### config.mk
export PLATFORM = sky130hd
export DESIGN_NAME = adc_start_select
export DESIGN_NICKNAME = d
export VERILOG_FILES = /design/src/rtl/adc_trig_pkg.sv /design/src/rtl/adc_trig_sync.sv /design/src/rtl/adc_trig_ctrl.sv /design/src/rtl/adc_trig_dp.sv /design/src/rtl/adc_start_select.sv
export SDC_FILE = /design/constraint.sdc
export NUM_CORES = 1
export LEC_CHECK = 0
export ABC_AREA = 1
export BUFFER_PORTS_ARGS = -buffer_cell sky130_fd_sc_hd__buf_2
export CORE_AREA = 2 2 39 41
export DETAILED_ROUTE_END_ITERATION = 7
export DIE_AREA = 0 0 41 43
export PLACE_DENSITY = 0.54
export SLEW_MARGIN = 20
export SYNTH_ARGS = -nofsm -noshare
export SYNTH_HDL_FRONTEND = slang
export SYNTH_SLANG_ARGS = --single-unit
### constraint.sdc
create_clock -name clk -period 1.84 [get_ports clk]
set_input_delay 0.368 -clock clk [delete_from_list [all_inputs] [get_ports clk]]
set_output_delay 0.368 -clock clk [all_outputs]
set_load 0.01 [all_outputs]
### src/rtl/adc_trig_pkg.sv
package adc_trig_pkg;

  localparam int SEL_W = 3;

  // Strobes from the control decode to the datapath
  typedef struct packed {
    logic             swReq;   // software start this cycle
    logic             hwArm;   // hardware path enabled with a valid code
    logic [SEL_W-1:0] srcIdx;  // index into the source vector
  } trigCtl_t;

endpackage

### src/rtl/adc_trig_sync.sv
module adc_trig_sync #(
  parameter int STAGES = 2
) (
  input  logic clk,
  input  logic rstN,
  input  logic asyncIn,
  output logic syncOut
);

  logic [STAGES-1:0] chain;

  always_ff @(posedge clk) begin
    if (!rstN) chain <= '0;
    else       chain <= {chain[STAGES-2:0], asyncIn};
  end

  assign syncOut = chain[STAGES-1];

endmodule

### src/rtl/adc_trig_ctrl.sv
module adc_trig_ctrl
  import adc_trig_pkg::*;
#(
  parameter int NUM_SRC = 4
) (
  input  logic             swStart,
  input  logic [SEL_W-1:0] trigSel,
  input  logic             trigEn,
  output trigCtl_t         ctl
);

  logic codeValid;

  always_comb begin
    codeValid  = (int'(trigSel) < NUM_SRC);
    ctl.swReq  = swStart;
    ctl.hwArm  = trigEn && codeValid;
    ctl.srcIdx = trigSel;
  end

endmodule

### src/rtl/adc_trig_dp.sv
module adc_trig_dp
  import adc_trig_pkg::*;
#(
  parameter int NUM_TIMERS  = 3,
  parameter int SYNC_STAGES = 2
) (
  input  logic                  clk,
  input  logic                  rstN,
  input  logic [NUM_TIMERS-1:0] timerWave,
  input  logic                  extTrig,
  input  trigCtl_t              ctl,
  output logic                  startPulse
);

  localparam int NUM_SRC = NUM_TIMERS + 1;

  logic               extSync;
  logic [NUM_SRC-1:0] srcLvl;
  logic [NUM_SRC-1:0] srcHist;
  logic [NUM_SRC-1:0] srcRise;
  logic               hwEdge;
  logic               startQ;

  adc_trig_sync #(.STAGES(SYNC_STAGES)) u_sync (
    .clk     (clk),
    .rstN    (rstN),
    .asyncIn (extTrig),
    .syncOut (extSync)
  );

  assign srcLvl = {extSync, timerWave};

  // One history bit per source, refreshed every cycle regardless of selection
  genvar g;
  generate
    for (g = 0; g < NUM_SRC; g++) begin : g_hist
      always_ff @(posedge clk) begin
        if (!rstN) srcHist[g] <= 1'b0;
        else       srcHist[g] <= srcLvl[g];
      end
      assign srcRise[g] = srcLvl[g] & ~srcHist[g];
    end
  endgenerate

  always_comb begin
    hwEdge = 1'b0;
    for (int i = 0; i < NUM_SRC; i++) begin
      if (int'(ctl.srcIdx) == i) hwEdge = srcRise[i];
    end
    hwEdge = hwEdge & ctl.hwArm;
  end

  always_ff @(posedge clk) begin
    if (!rstN) startQ <= 1'b0;
    else       startQ <= ctl.swReq | hwEdge;
  end

  assign startPulse = startQ;

endmodule

### src/rtl/adc_start_select.sv
module adc_start_select
  import adc_trig_pkg::*;
#(
  parameter int NUM_TIMERS  = 3,
  parameter int SYNC_STAGES = 2
) (
  input  logic                  clk,
  input  logic                  rstN,
  input  logic                  swStart,
  input  logic [2:0]            trigSel,
  input  logic                  trigEn,
  input  logic [NUM_TIMERS-1:0] timerWave,
  input  logic                  extTrig,
  output logic                  startPulse
);

  localparam int NUM_SRC = NUM_TIMERS + 1;

  trigCtl_t ctl;

  adc_trig_ctrl #(.NUM_SRC(NUM_SRC)) u_ctrl (
    .swStart (swStart),
    .trigSel (trigSel),
    .trigEn  (trigEn),
    .ctl     (ctl)
  );

  adc_trig_dp #(
    .NUM_TIMERS  (NUM_TIMERS),
    .SYNC_STAGES (SYNC_STAGES)
  ) u_dp (
    .clk        (clk),
    .rstN       (rstN),
    .timerWave  (timerWave),
    .extTrig    (extTrig),
    .ctl        (ctl),
    .startPulse (startPulse)
  );

endmodule

==> results of run 1 <==
-- kinds of logic (layout without fill, tap and decap cells) --
family / count (synthesis) / count (layout) / share of synthesized area (%)
buffers and inverters: 14 / 29 / 17.72
AO/OA/AOI/OAI: 1 / 1 / 2.954
flip-flops: 7 / 7 / 47.26
AND/OR/NAND/NOR: 15 / 15 / 32.07
-- cell usage after synthesis --
library cell  instances
a21oi_2               1
dfxtp_1               7
inv_1                14
nand2_1               7
nand3_1               3
nand3_2               3
nor2_1                1
nor2_8                1
-- cell type report --
| class | instances | area [sq um] |
|---|---|---|
| tap | 16 | 20.02 |
| timing repair buffer | 11 | 55.05 |
| fill | 157 | 985.9 |
| sequential | 7 | 140.1 |
| multi-input combinational | 16 | 103.9 |
| inverter | 14 | 52.55 |
| clock buffer | 4 | 26.28 |
-- per-layer routing --
layer  global-route usage [%]  wire (um)
met5                        0          0
met4                    2.000          0
met3                    9.424         75
met2                    8.438        175
met1                    7.419        212
-- power by group through the flow --
stage / Sequential (mW) / Clock, mW / Combinational (mW)
4_1_cts: 0.161 / 0.148 / 0.0389
5_1_grt: 0.162 / 0.162 / 0.0440
3_3_place_gp: 0.164 / 0 / 0.0384
6_report: 0.161 / 0.138 / 0.0379
3_5_place_dp: 0.164 / 0 / 0.0387
2_1_floorplan: 0.165 / 0 / 0.0193
-- path summary, 6_finish.rpt --
path,endpoint,depth (start not counted),slack (ns)
hold reg to reg,u_dp.u_sync.chain[1],2,0.42
setup reg to reg,u_dp.startPulse,5,1.11
hold / removal,u_dp.u_sync.chain[0],3,0.31
setup / recovery,startPulse,1,0.81
-- through the flow --
stage          hold WS (ns)  power [mW]  cells
2_1_floorplan        0.3900      0.1842     37
3_3_place_gp         0.3953      0.2025     64
3_5_place_dp         0.3999      0.2030     64
4_1_cts              0.3012      0.3477     68
5_1_grt              0.2891      0.3677     68
6_report             0.3088      0.3367     68
-- sequential cells by signal, indices dropped and copies added, names as in the netlist --
signal and count:
u_dp.u_sync.chain 2, u_dp.srcHist 4, u_dp.startPulse 1
==> flow_metrics.env, run 1 <==
export IMPL_drc_errors=0
export IMPL_p_seq_share_pct=47.9
export IMPL_yosys_area_top_type="dfxtp_1"
export IMPL_clk_path_buf_depth=2
export IMPL_critPathBufInv=1
export IMPL_setup_slack_ns=0.8078
export IMPL_antenna_found_initial=0
export IMPL_p_switching_mw=0.07674
export IMPL_hold_viol_final=0
export IMPL_worstReg2RegStart="u_dp.srcHist[1]"
export IMPL_first_global_vias=189
export IMPL_drive_gt1_share_pct=36.54
export IMPL_vias=244
export IMPL_avgSynthCellArea_sq_um=8.014
export IMPL_dp_hpwl_um=364.9
export IMPL_min_from="extTrig"
export IMPL_fp_dieH_um=43
export IMPL_cp_max_fo=1
export IMPL_min_path_type="input pin to register"
export IMPL_fin_skew_ns=0.004355
export IMPL_ys_seq_area_share_pct=47.26
export IMPL_post_cts_buffers=0
export IMPL_die_x_um=41
export IMPL_ctsResizeCount=0
export IMPL_cts_tree="yes"
export IMPL_gp_congestion=0.6350
export IMPL_slew_headroom_pct=89.58
export IMPL_rsz0062_at_grt="false"
export IMPL_cts_root_buf="clkbuf_4"
export IMPL_slew_viol_final=0
export IMPL_clkPwrFrac_pct=40.9
export IMPL_drtAntennaViolNets=0
export IMPL_drv_cap=0
export IMPL_port_buffers=11
export IMPL_nets=64
export IMPL_p_sw_share_pct=22.79
export IMPL_status="completed"
export IMPL_slowest_stage="dfxtp_1"
export IMPL_cts_sinks=7
export IMPL_worst_pin_slew_ns=0.1562
export IMPL_start_util_pct=21.43
export IMPL_cp_start_kind="register"
export IMPL_holdBufCountCts=0
export IMPL_cp_top_family="flip-flops"
export IMPL_cts_buffers=3
export IMPL_crit_type="register to output port"
export IMPL_synthToLayoutAreaGrowth_pct=34.18
export IMPL_placementRows=14
export IMPL_fin_crit_ns=1.032
export IMPL_irDropWorstVdd_mv=0.4181
export IMPL_grt_use_total_pct=7.136
export IMPL_overflow=0
export IMPL_final_cell_mix="14 x inv_1, 11 x buf_2, 7 x nand2_1, 7 x dfxtp_1"
export IMPL_wl_per_cell_um=6.794
export IMPL_critPathRequiredTime_ns=1.47
export IMPL_powerDensity_nw_per_um2=846.3
export IMPL_synth_net_count=48
export IMPL_core_area_sq_um=1384
export IMPL_combPwrFrac_pct=11.3
export IMPL_crit_start="u_dp.startPulse"
export IMPL_final_area_sq_um=397.9
export IMPL_worstPathCellList="buf_2"
export IMPL_place_area_sq_um=371.6
export IMPL_leakagePower_nw=0.2440
export IMPL_cp_data_arrival_time_ns=0.66
export IMPL_fin_util_pct=28.75
export IMPL_pin_count=12
export IMPL_pre_cts_slack_ns=0.8855
export IMPL_antenna_cells=0
export IMPL_wl_um=462
export IMPL_final_common_cell="inv_1"
export IMPL_ys_ff_latch=7
export IMPL_p_int_mw=0.2600
export IMPL_drtIter0Drc=1
export IMPL_finalSetupTns_ns=0
export IMPL_max_freq_mhz=968.8
export IMPL_setup_viol=0
export IMPL_cpPeakStageDelay_ns=0.29
export IMPL_die_area_sq_um=1763
export IMPL_clk_latency_ns=0.25
export IMPL_synthCells=37
export IMPL_ys_types=8
export IMPL_yosysWarnings=0
export IMPL_path_clk_slew_ns=0.05
export IMPL_drt_pass1_iter_count=4
export IMPL_synthesis_area_sq_um=296.5
export IMPL_synth_area_leaders="dfxtp_1 47%, inv_1 18%, nand3_2 10%"
export IMPL_grt_max_degree=8
export IMPL_period_share_pct=56.10
export IMPL_vias_per_cell=3.588
export IMPL_netlist_area_leader_share_pct=47.26
export IMPL_htree_levels=1
export IMPL_end_kind="output port"
export IMPL_grt_pass1_wl_um=745
No activity file was read; power rests on OpenSTA's default activity.
==> run 2: changes to the inputs <==
==> constraint.sdc (replaced) <==
create_clock -name clk -period 0.97 [get_ports clk]
set_input_delay 0.194 -clock clk [delete_from_list [all_inputs] [get_ports clk]]
set_output_delay 0.194 -clock clk [all_outputs]
set_load 0.01 [all_outputs]
==> flow_metrics.env, run 2 (synthesis results as in run 1) <==
export IMPL_place_area_sq_um=371.6
export IMPL_fin_skew_ns=0.001665
export IMPL_wl_per_cell_um=6.956
export IMPL_cp_max_fo=1
export IMPL_pin_count=12
export IMPL_max_freq_mhz=1176
export IMPL_worst_pin_slew_ns=0.1587
export IMPL_dp_hpwl_um=392.2
export IMPL_final_area_sq_um=397.9
export IMPL_wl_um=473
export IMPL_fin_cells=68
export IMPL_status="completed"
export IMPL_cts_sinks=7
export IMPL_multi_input_area_sq_um=103.9
export IMPL_reg2reg_to="u_dp.startPulse"
export IMPL_final_common_cell="inv_1"
export IMPL_drive_gt1_share_pct=36.54
export IMPL_grt_use_total_pct=6.640
export IMPL_end_kind="output port"
export IMPL_antenna_cells=0
export IMPL_cts_tree="yes"
export IMPL_die_x_um=41
export IMPL_largest_reg_flops=4
export IMPL_slew_viol_final=0
export IMPL_place_inst=64
export IMPL_start_util_pct=21.43
export IMPL_die_area_sq_um=1763
export IMPL_leakagePower_nw=0.2440
export IMPL_cp_start_kind="register"
export IMPL_crit_path_end="startPulse"
export IMPL_grt_max_degree=8
export IMPL_drt_pass1_iter_count=4
export IMPL_drv_cap=0
export IMPL_worstPathCellList="buf_2"
export IMPL_ctsResizeCount=0
export IMPL_irDropWorstVdd_mv=0.4466
export IMPL_ff_latch_area_sq_um=140.1
export IMPL_placementRows=14
export IMPL_holdWs_ns=0.1323
export IMPL_critPathBufInv=1
export IMPL_htree_levels=1
export IMPL_core_area_sq_um=1384
export IMPL_reg2reg_depth=5
export IMPL_slowest_stage="dfxtp_1"
export IMPL_drtIter0Drc=1
export IMPL_powerDensity_nw_per_um2=1595
export IMPL_crit_cells=1
export IMPL_period_share_pct=87.69
export IMPL_setup_viol=0
export IMPL_fp_dieH_um=43
export IMPL_drc_errors=0
export IMPL_slew_headroom_pct=89.41
export IMPL_vias=253
export IMPL_final_cell_mix="14 x inv_1, 11 x buf_2, 7 x nand2_1, 7 x dfxtp_1"
export IMPL_worstReg2RegStart="u_dp.srcHist[0]"
export IMPL_crit_type="register to output port"
export IMPL_nets=64
export IMPL_cp_top_family="flip-flops"
export IMPL_critPathRequiredTime_ns=0.78
export IMPL_drtAntennaViolNets=0
export IMPL_grt_pass1_wl_um=703
export IMPL_synthToLayoutAreaGrowth_pct=34.18
export IMPL_min_path_type="input pin to register"
export IMPL_holdBufCountCts=0
export IMPL_antenna_found_initial=0
export IMPL_path_clk_slew_ns=0.05
export IMPL_holdPathStages=3
export IMPL_cpPeakStageDelay_ns=0.29
export IMPL_finalSetupTns_ns=0
export IMPL_clk_latency_ns=0.24
export IMPL_hold_viol_final=0
export IMPL_fin_util_pct=28.75
export IMPL_rsz0062_at_grt="false"
export IMPL_cts_buffers=3
export IMPL_crit_start="u_dp.startPulse"
export IMPL_cts_root_buf="clkbuf_4"
export IMPL_first_global_vias=208
export IMPL_fin_crit_ns=0.8506
export IMPL_cp_data_arrival_time_ns=0.66
export IMPL_post_cts_buffers=0
export IMPL_top_register="u_dp.srcHist"
export IMPL_overflow=0
export IMPL_fillers=164
export IMPL_gp_congestion=0.5311
export IMPL_vias_per_cell=3.721
export IMPL_r2r_setup_slack_ns=0.24
export IMPL_port_buffers=11
export IMPL_clk_path_buf_depth=2
-- run 2: cell counts in the layout (fill, tap and decap cells not counted) --
No cell type changed its count.
-- run 2: worst min path at each step --
stage | from | endpoint
after floorplan | timerWave[0] | u_dp.srcHist[0]
after global placement | extTrig | u_dp.u_sync.chain[0]
after detailed placement | extTrig | u_dp.u_sync.chain[0]
after CTS | extTrig | u_dp.u_sync.chain[0]
after global routing | extTrig | u_dp.u_sync.chain[0]
final | extTrig | u_dp.u_sync.chain[0]
-- run 2: area by class of cell --
class / count / share of cell area (%)
Sequential cell: 7 / 35.22
Multi-Input combinational cell: 16 / 26.10
Timing Repair Buffer: 11 / 13.84
Inverter: 14 / 13.21
Clock buffer: 4 / 6.604
Tap cell: 16 / 5.031
-- run 2: metrics by stage --
stage	power [mW]	setup slack, ns
6_report	0.6348	0.1194
4_1_cts	0.6581	0.1010
3_3_place_gp	0.3839	0.2002
2_1_floorplan	0.3493	0.2831
3_5_place_dp	0.3857	0.1836
5_1_grt	0.6808	0.06682
-- run 2: report_power, final --
group | switching (mW) | leakage [nW] | internal, mW
logic | 0.0380 | 0.171 | 0.0341
clock network | 0.101 | 0.0150 | 0.157
registers | 0.00327 | 0.0580 | 0.302
-- run 2: per-layer routing --
metal,routed length [um],up-vias,GRT usage [%]
met3,67,0,3.141
li1,-,134,-
met4,0,0,8.000
met5,0,-,0
met2,219,10,9.688
met1,186,109,5.502
-- run 2: worst min-delay path: stages --
cell and delay, ns:
buf_2 0.07, nand2_1 0.04, inv_1 0.04
==> run 3: changes to the inputs <==
--- a/config.mk
+++ b/config.mk
@@ -5,12 +5,11 @@
 export SDC_FILE = /design/constraint.sdc
 export NUM_CORES = 1
 export LEC_CHECK = 0
-export ABC_AREA = 1
 export BUFFER_PORTS_ARGS = -buffer_cell sky130_fd_sc_hd__buf_2
 export CORE_AREA = 2 2 39 41
 export DETAILED_ROUTE_END_ITERATION = 7
 export DIE_AREA = 0 0 41 43
-export PLACE_DENSITY = 0.54
+export PLACE_DENSITY = 0.5
 export SLEW_MARGIN = 20
 export SYNTH_ARGS = -nofsm -noshare
 export SYNTH_HDL_FRONTEND = slang
==> constraint.sdc (replaced) <==
create_clock -name clk -period 1 [get_ports clk]
set_input_delay 0.2 -clock clk [delete_from_list [all_inputs] [get_ports clk]]
set_output_delay 0.2 -clock clk [all_outputs]
set_load 0.01 [all_outputs]
==> flow_metrics.env, run 3 <==
export IMPL_drt_pass1_iter_count=4
export IMPL_pin_count=12
export IMPL_netlist_area_leader_share_pct=56.28
export IMPL_cpPeakStageDelay_ns=0.29
export IMPL_reg2reg_to="u_dp.startPulse"
export IMPL_overflow=0
export IMPL_irDropWorstVdd_mv=0.4525
export IMPL_crit_type="register to register"
export IMPL_path_clk_slew_ns=0.05
export IMPL_first_global_vias=215
export IMPL_drc_errors=0
export IMPL_htree_levels=1
export IMPL_worstReg2RegStart="u_dp.srcHist[1]"
export IMPL_vias=214
export IMPL_synthesis_area_sq_um=249.0
export IMPL_nets=52
export IMPL_cts_buffers=3
export IMPL_synthFlopType="dfxtp_1"
export IMPL_holdWs_ns=0.1657
export IMPL_slew_headroom_pct=87.00
export IMPL_powerDensity_nw_per_um2=1670
export IMPL_synthArstFlopShare_pct=0
export IMPL_grt_max_degree=8
export IMPL_top_register="u_dp.srcHist"
export IMPL_avgSynthCellArea_sq_um=10.37
export IMPL_ys_top_cells_by_count="7 x dfxtp_1, 6 x and2_2, 2 x inv_1, 2 x nand2_1, 2 x nand2b_1"
export IMPL_cp_top_family="compound AO/OA/AOI/OAI gates"
export IMPL_worstPathCellList="nand2b_1 > a311oi_2 > a32o_1"
export IMPL_setup_viol=0
export IMPL_antenna_cells=0
export IMPL_grt_pass1_wl_um=800
export IMPL_drv_cap=0
export IMPL_synth_edf_count=0
export IMPL_leakagePower_nw=0.1695
export IMPL_total_power_mw=0.6081
export IMPL_ctsResizeCount=0
export IMPL_cp_data_arrival_time_ns=1.10
export IMPL_finalSetupTns_ns=0
export IMPL_core_area_sq_um=1384
export IMPL_cts_root_buf="clkbuf_4"
export IMPL_final_cell_mix="11 x buf_2, 7 x dfxtp_1, 6 x and2_2"
export IMPL_cts_sinks=7
export IMPL_synth_area_leaders="dfxtp_1 56%, and2_2 18%, nand2b_1 5.0%"
export IMPL_critPathRequiredTime_ns=1.19
export IMPL_yosys_area_top_type="dfxtp_1"
export IMPL_holdPathStages=2
export IMPL_largest_reg_flops=4
export IMPL_ys_ff_latch=7
export IMPL_max_freq_mhz=1094
export IMPL_wl_per_cell_um=9.232
export IMPL_status="completed"
export IMPL_whs_endpoint="u_dp.startPulse"
export IMPL_wl_um=517
export IMPL_gp_congestion=0.6399
export IMPL_yosysMostFrequentCell="dfxtp_1"
export IMPL_min_from="swStart"
export IMPL_clk_path_buf_depth=2
export IMPL_ys_types=10
export IMPL_die_x_um=41
export IMPL_final_area_sq_um=364.1
export IMPL_final_common_cell="buf_2"
export IMPL_fp_dieH_um=43
export IMPL_antenna_found_initial=0
export IMPL_post_cts_buffers=0
export IMPL_slew_viol_final=0
export IMPL_r2r_setup_slack_ns=0.09
export IMPL_synth_net_count=35
export IMPL_grt_use_total_pct=7.236
export IMPL_rsz0062_at_grt="false"
export IMPL_cp_max_fo=1
export IMPL_worst_pin_slew_ns=0.1950
export IMPL_end_kind="register"
export IMPL_cp_start_kind="register"
export IMPL_synthCells=24
export IMPL_drtAntennaViolNets=0
export IMPL_slowest_stage="dfxtp_1"
export IMPL_fin_util_pct=26.31
export IMPL_holdBufCountCts=0
export IMPL_min_path_type="input pin to register"
export IMPL_fin_skew_ns=0.001653
export IMPL_cts_tree="yes"
export IMPL_drtIter0Drc=2
export IMPL_clk_latency_ns=0.25
export IMPL_synthToLayoutAreaGrowth_pct=46.23
export IMPL_yosysWarnings=0
export IMPL_die_area_sq_um=1763
export IMPL_period_share_pct=91.37
export IMPL_drive_gt1_share_pct=55.00
export IMPL_ys_seq_area_share_pct=56.28
export IMPL_place_area_sq_um=331.6
export IMPL_placementRows=14
export IMPL_hold_viol_final=0
export IMPL_reg2reg_depth=3
export IMPL_port_buffers=11
export IMPL_fin_crit_ns=0.9137
export IMPL_vias_per_cell=3.821
export IMPL_critPathBufInv=0
export IMPL_start_util_pct=17.99
## run 3: cell types whose count changed after synthesis, moves of 2 or more
cell      change
nand2_1       -5
nand2b_1      +2
inv_1        -12
and2_2        +6
nand3_2       -3
nand3_1       -3
## run 3: final cells by class
type | count | area (sq um)
inverters | 2 | 7.507
well taps | 16 | 20.02
clock buffers | 4 | 26.28
multi-input cells | 15 | 107.6
repair buffers | 12 | 62.56
fillers | 166 | 1020
flip-flops and latches | 7 | 140.1
## run 3: cell families (layout without fill, tap and decap cells)
logic type             after synthesis  count (layout)  share of synthesized area [%]
DFF                                  7               7                          56.28
buffers and inverters                2              18                          3.016
AOI/OAI and AO/OA                    4               4                          13.06
and+or+nand+nor                     11              11                          27.64
## run 3: per-stage QoR
step	worst slack [ns]	std cells
4_1_cts	0.09068	56
6_report	0.08631	56
3_5_place_dp	0.1019	52
3_3_place_gp	0.1121	52
5_1_grt	0.04001	56
2_1_floorplan	0.1290	24
## run 3: report_power, final
part	internal [mW]	total, mW	switching [mW]
registers	0.293	0.296	0.00270
clock network	0.152	0.251	0.0991
logic	0.0352	0.0608	0.0256
## run 3: worst max-delay path by stage
stage | from | end | slack, ns | cells past startpoint
global placement | u_dp.srcHist[1] | u_dp.startPulse | 0.11 | 3
global route | u_dp.srcHist[1] | u_dp.startPulse | 0.04 | 3
floorplan | u_dp.srcHist[1] | u_dp.startPulse | 0.13 | 3
detailed placement | u_dp.srcHist[1] | u_dp.startPulse | 0.10 | 3
CTS | u_dp.srcHist[1] | u_dp.startPulse | 0.09 | 3
finish | u_dp.srcHist[1] | u_dp.startPulse | 0.09 | 3
## run 3: metal layers
metal	share of wire (%)	track usage, %	up-vias
met5	0	0	-
met4	0	8.000	0
met3	15	3.141	0
met2	35	7.813	12
met1	50	9.355	90
li1	-	-	112
## run 3: worst register-to-register path, cell delays in order, from the launching register on
cell	delay (ns)
dfxtp_1	0.29
nand2b_1	0.14
a311oi_2	0.26
a32o_1	0.18
